===== src/rtl/icu_pkg.sv =====
package icu_pkg;
  localparam int ADDR_W = 2;
  typedef enum logic [ADDR_W-1:0] {
    RA_STATUS = 2'd0,
    RA_CAP_HI = 2'd1,
    RA_CAP_LO = 2'd2,
    RA_NONE   = 2'd3
  } rd_addr_e;
  localparam int FLAG_BIT = 7;
endpackage


===== src/rtl/icu_free_ctr.sv =====
module icu_free_ctr #(
  parameter int          CTR_W   = 16,
  parameter int          PRE_DIV = 4,
  parameter logic [15:0] CTR_RST = 16'hFFFC
) (
  input  logic             clk,
  input  logic             rst,
  output logic             tick,
  output logic [CTR_W-1:0] ctr
);
  localparam int PRE_W = (PRE_DIV > 2) ? $clog2(PRE_DIV) : 1;
  localparam logic [PRE_W-1:0] PRE_LAST = PRE_W'(PRE_DIV - 1);

  logic [PRE_W-1:0] pre_q;

  function automatic logic [CTR_W-1:0] step(input logic [CTR_W-1:0] c);
    return c + CTR_W'(1);
  endfunction

  assign tick = (pre_q == PRE_LAST);

  always_ff @(posedge clk) begin
    if (rst) begin
      pre_q <= '0;
      ctr   <= CTR_W'(CTR_RST);
    end else begin
      pre_q <= tick ? '0 : pre_q + PRE_W'(1);
      if (tick) ctr <= step(ctr);
    end
  end


  ctr_step_chk: assert property (@(posedge clk) disable iff (rst)
    (ctr != $past(ctr)) |-> (ctr == $past(ctr) + CTR_W'(1)));

  ctr_phase_chk: assert property (@(posedge clk) disable iff (rst)
    (ctr != $past(ctr)) |-> (pre_q == '0));
endmodule


===== src/rtl/icu_edge_det.sv =====
module icu_edge_det #(
  parameter int SYNC_N = 2
) (
  input  logic clk,
  input  logic rst,
  input  logic pin,
  input  logic rise_sel,
  output logic edge_evt
);
  logic [SYNC_N:0] s_q;
  logic            now_lvl, old_lvl;

  always_ff @(posedge clk) begin
    if (rst) s_q <= '0;
    else     s_q <= {s_q[SYNC_N-1:0], pin};
  end

  assign now_lvl  = s_q[SYNC_N-1];
  assign old_lvl  = s_q[SYNC_N];
  assign edge_evt = rise_sel ? (now_lvl & ~old_lvl) : (~now_lvl & old_lvl);


  edge_spacing_chk: assert property (@(posedge clk) disable iff (rst)
    edge_evt |=> !(edge_evt && $stable(rise_sel)));
endmodule


===== src/rtl/icu_cap_regs.sv =====
module icu_cap_regs
  import icu_pkg::*;
#(
  parameter int BUS_W  = 8,
  parameter int SYNC_N = 2
) (
  input  logic               clk,
  input  logic               rst,
  input  logic               edge_evt,
  input  logic [2*BUS_W-1:0] ctr,
  input  logic               rd_en,
  input  logic [ADDR_W-1:0]  rd_addr,
  input  logic               irq_en,
  output logic [BUS_W-1:0]   rd_data,
  output logic               irq
);
  localparam int CTR_W = 2 * BUS_W;

  logic [CTR_W-1:0] dly_q [SYNC_N];
  logic [CTR_W-1:0] cap_q;
  logic             lock_q, arm_q, flag_q;
  logic             hi_read, lo_read, st_read, blocked, cap_evt, flag_clr;

  function automatic logic [CTR_W-1:0] sync_adj(input logic [CTR_W-1:0] c);
    return c + CTR_W'(1);
  endfunction

  always_ff @(posedge clk) begin
    dly_q[0] <= ctr;
    for (int i = 1; i < SYNC_N; i++) dly_q[i] <= dly_q[i-1];
  end

  assign hi_read  = rd_en && (rd_addr == RA_CAP_HI);
  assign lo_read  = rd_en && (rd_addr == RA_CAP_LO);
  assign st_read  = rd_en && (rd_addr == RA_STATUS);
  assign blocked  = lock_q | hi_read;
  assign cap_evt  = edge_evt & ~blocked;
  assign flag_clr = lo_read & arm_q;

  always_ff @(posedge clk) begin
    if (cap_evt) cap_q <= sync_adj(dly_q[SYNC_N-1]);
  end

  always_ff @(posedge clk) begin
    if (rst) begin
      lock_q <= 1'b0;
      arm_q  <= 1'b0;
      flag_q <= 1'b0;
    end else begin
      if (lo_read)      lock_q <= 1'b0;
      else if (hi_read) lock_q <= 1'b1;
      if (lo_read)                arm_q <= 1'b0;
      else if (st_read && flag_q) arm_q <= 1'b1;
      if (cap_evt)       flag_q <= 1'b1;
      else if (flag_clr) flag_q <= 1'b0;
    end
  end

  always_comb begin
    rd_data = '0;
    case (rd_addr)
      RA_STATUS: rd_data[FLAG_BIT] = flag_q;
      RA_CAP_HI: rd_data = cap_q[CTR_W-1:BUS_W];
      RA_CAP_LO: rd_data = cap_q[BUS_W-1:0];
      default:   rd_data = '0;
    endcase
  end

  assign irq = flag_q & irq_en;


  cap_hold_locked_chk: assert property (@(posedge clk) disable iff (rst)
    lock_q |=> $stable(cap_q));

  flag_after_cap_chk: assert property (@(posedge clk) disable iff (rst)
    cap_evt |=> flag_q);

  flag_clear_path_chk: assert property (@(posedge clk) disable iff (rst)
    $fell(flag_q) |-> $past(lo_read && arm_q));

  lock_needs_hi_chk: assert property (@(posedge clk) disable iff (rst)
    $rose(lock_q) |-> $past(hi_read));
endmodule


===== src/rtl/icu_top.sv =====
module icu_top
  import icu_pkg::*;
#(
  parameter int          BUS_W   = 8,
  parameter int          PRE_DIV = 4,
  parameter int          SYNC_N  = 2,
  parameter logic [15:0] CTR_RST = 16'hFFFC
) (
  input  logic               clk,
  input  logic               rst,
  input  logic               cap_pin,
  input  logic               edge_rise,
  input  logic               irq_en,
  input  logic               rd_en,
  input  logic [ADDR_W-1:0]  rd_addr,
  output logic [BUS_W-1:0]   rd_data,
  output logic [2*BUS_W-1:0] ctr_value,
  output logic               irq
);
  localparam int CTR_W = 2 * BUS_W;

  logic tick;
  logic edge_evt;

  icu_free_ctr #(.CTR_W(CTR_W), .PRE_DIV(PRE_DIV), .CTR_RST(CTR_RST)) u_ctr (
    .clk(clk), .rst(rst), .tick(tick), .ctr(ctr_value));

  icu_edge_det #(.SYNC_N(SYNC_N)) u_edge (
    .clk(clk), .rst(rst), .pin(cap_pin), .rise_sel(edge_rise), .edge_evt(edge_evt));

  icu_cap_regs #(.BUS_W(BUS_W), .SYNC_N(SYNC_N)) u_regs (
    .clk(clk), .rst(rst), .edge_evt(edge_evt), .ctr(ctr_value),
    .rd_en(rd_en), .rd_addr(rd_addr), .irq_en(irq_en),
    .rd_data(rd_data), .irq(irq));


  tick_spacing_chk: assert property (@(posedge clk) disable iff (rst)
    tick |=> !tick);
endmodule


===== config.mk =====
export PLATFORM = sky130hd
export DESIGN_NAME = icu_top
export DESIGN_NICKNAME = d
export VERILOG_FILES = /design/src/rtl/icu_pkg.sv /design/src/rtl/icu_free_ctr.sv /design/src/rtl/icu_edge_det.sv /design/src/rtl/icu_cap_regs.sv /design/src/rtl/icu_top.sv
export SDC_FILE = /design/constraint.sdc
export NUM_CORES = 1
export LEC_CHECK = 0
export CORE_MARGIN = 8
export CORE_UTILIZATION = 49
export CTS_CLUSTER_SIZE = 12
export DETAILED_ROUTE_END_ITERATION = 6
export PLACE_DENSITY = 0.73
export SETUP_SLACK_MARGIN = 0.15
export SLEW_MARGIN = 10
export SYNTH_ARGS = -nofsm -noshare
export SYNTH_HDL_FRONTEND = slang
export SYNTH_HIERARCHICAL = 1
export SYNTH_SLANG_ARGS = --single-unit

===== constraint.sdc =====
create_clock -name clk -period 2.1 [get_ports clk]
set_input_delay 0.63 -clock clk [delete_from_list [all_inputs] [get_ports clk]]
set_output_delay 0.63 -clock clk [all_outputs]
set_load 0.02 [all_outputs]

==> results.md <==
- Outcome: finished with violations
- Failing checks: setup timing
- Hpwl dp: roughly 3200 um
- Post-synth top cells: dfxtp_1 (56), edfxtp_1 (16), nor2_1 (12), nor2b_1 (12)
- Hold EP: u_regs/dly_q[0][31]
- Mapped Avg Cell Area: 12.0 um^2
- Hold crit path type: flip-flop to flip-flop
- Vias per cell: roughly 5
- Number of diodes: 0
- Initial core utilization: about half
- Worst slack, placed: -990 ps
- Setup CP Type: input port to primary output
- Final period util: 106%
- Row cnt: 26
- Rel. slew slack: 70.5%
- Setup Skew: 5.20 ps
- R2R depth: 5
- Cell count after synthesis: between 200 and 250
- Distinct cells, synth: 38
- Main combinational cell family by area after synthesis: simple AND/OR/NAND/NOR gates
- Main synth FF type: dfxtp_1
- # IOs: 33
- First-pass GRT wire length: ~7500 um
- Final ANT Viol Nets: 0
- Reg2reg end: u_ctr/ctr[15]
- Leak: about 0.0013 uW
- CP endpoint kind: primary output
- FF-to-FF setup slack: 380 ps
- Least-Margin Pin Slew: approximately 440 ps
- Gp weighted congestion: between 0.7 and 0.8
- Cell with the most instances after synthesis: dfxtp_1
- Power per cell area: 785 nW/um^2
- Design Area, Final: about 3400 um^2
- Drt wl/cell: between 10 and 15 um
- Worst Slack Setup Final: -129 ps
- Placeable Area: 5140 um^2
- Via count: between 1,500 and 2,000
- Xor-xnor portion of the synthesized cell area: ~7.3%
- Min-delay src: u_regs/dly_q[0][15]
- Arrival @ worst endpoint: approximately 1600 ps
- Pin count of the biggest net entering global routing: 17
- DRC: 0
- Nets: 285
- Tot Pwr: 2710 uW
- DRT Wirelength: 4490 um
- RSZ-0062 raised after global routing: yes
- DR iter-0 viols: 85
- Post-DP Area: 3180 um^2
- Die Ht: 89.4 um
- Crit-path max FO: 3
- Worst skew pair latency: 320 ps
- Min Hold Slack: 324 ps
- Synthesized-area fraction occupied by adder cells: 3.32%
- Post-synthesis compound-gate area fraction: 7.31%
- Maximum clock frequency: 0.449 GHz
- Yosys reg bits: 72
- Max-slew violation count: 0
- Initial antenna violation count: 0
- H-tree levels: 3
- Multiplexer area fraction after synthesis: less than 1%
- TritonCTS Buffers: 9
- Critical Path RT: 1470 ps
- Cell taking the most area after synthesis: dfxtp_1
- Hold-fix buffers, CTS: 0
- Synthesized area: 2640 um^2
- Synth area leaders: dfxtp_1 (43%), edfxtp_1 (18%), xnor2_1 (3.7%)
- GRT Resource Usage Total: 12.3%
- CTS tree: yes
- Worst vdd ir: 356 uV
- Mapped Nets: approximately 230
- YS warnings: 6
- Synth top area share: 42.5%
- P&R area growth vs syn: 30.8%
- Drt first pass iters: 4
- Share of cells above drive strength 1: 26.2%
- IO buf count: 32
- Endpoints failing setup: 8
- Fin crit period: 2230 ps
- EDFF count, synth: 16
- Fraction of the mapped netlist area in simple logic gates: 19.3%
- CTS root buf: clkbuf_8
- Hold Crit Depth: 0
- Maximum clock path buffer count: 2
- Post-synthesis sequential area ratio: 60.7%
- Post-synth ARST share: 0%
- Full die area: 7990 um^2
- RR Startpoint: u_ctr/pre_q[0]
- Clock Pin Slew Worst Setup and Hold Paths: 60 ps
- Grt ovf: 0
- Final Hold Viols: 0
- Die X: 89.4 um
- CTS Sinks: 72
- Setup crit start kind: input port
- Vias in the first global route: roughly 1,700
- Maxcap violations: 0
## per-stage QoR
stage | utilization, % | TNS, ps | cells
finish | 67.1 | -400 | 345
global route | 67.1 | -748 | 345
CTS | 66.9 | -460 | 345
detailed placement | 61.9 | -10710 | 327
global placement | 61.9 | -10520 | 327
floorplan | - | 0 | 219
## critical path, stage by stage
cell,delay (ps)
buf_6,90
buf_8,130
ha_4,160
a222oi_1,380
nor2_2,60
buf_6,140
## layer usage
metal	wire (um)	part of all wire [%]	up-vias	GRT usage, %
li1	-	-	883	-
met1	1970	44	797	14.0
met2	2150	48	41	19.6
met3	267	5.9	8	4.60
met4	99	2.2	0	6.95
met5	0	0	-	0
## where the power goes
| part | switching [uW] | leakage (uW) | internal (uW) |
|---|---|---|---|
| clock network | 443 | 0.000106 | 653 |
| registers | 10.5 | 0.000569 | 1430 |
| logic | 80.7 | 0.000657 | 91.5 |
## registers in the layout, summed over array words and instances (netlist names)
register and cells:
u_regs/dly_q 32, u_ctr/ctr 16, u_regs/cap_q 16, u_edge/s_q 3, u_ctr/pre_q 2, u_regs/arm_q 1, u_regs/flag_q 1, u_regs/lock_q 1
## how the worst max path moves through the flow
stage                     startpoint         end  slack [ps]  cells after the start
after floorplan           rd_addr[0]  rd_data[7]          60                      5
after global placement    rd_addr[1]  rd_data[7]        -940                      6
after detailed placement  rd_addr[1]  rd_data[7]        -990                      6
after CTS                 rd_addr[0]  rd_data[7]        -130                      6
after global routing      rd_addr[0]  rd_data[7]        -190                      7
final                     rd_addr[0]  rd_data[7]        -130                      6
## final cells by class
| class | count | area [um^2] |
|---|---|---|
| multi-input cells | 136 | 1090 |
| inverters | 6 | 37.5 |
| clock inverters | 2 | 35.0 |
| well taps | 70 | 87.6 |
| clock buffers | 14 | 174 |
| flip-flops and latches | 72 | 1600 |
| fillers | 418 | 1690 |
| repair buffers | 45 | 427 |
## kinds of logic (layout without fill, tap and decap cells)
kind of cell / count (synthesis) / after routing
AOI/OAI and AO/OA: 26 / 26
muxes: 1 / 1
xor gates and xnor gates: 22 / 22
DFF: 72 / 72
and+or+nand+nor: 80 / 80
buffers and inverters: 11 / 67
adders and majority gates: 7 / 7
## cell usage in the layout, fill, tap and decap left out, drive strengths merged, types with 11 or more instances in the layout
cell / count
buf: 24
nor2b: 12
clkbuf: 14
nor2: 13
xnor2: 11
edfxtp: 16
dfxtp: 56
xor2: 11
dlygate4sd2: 14
## repair_timing
action | 4_1_cts | 5_1_grt
cloned | 0 | 0
setup buffers | 2 | 0
endpoints found under the setup margin | 22 | 9
pin swaps | 9 | 4
gates resized for setup | 83 | 4
(Power assumes the default switching activity.)
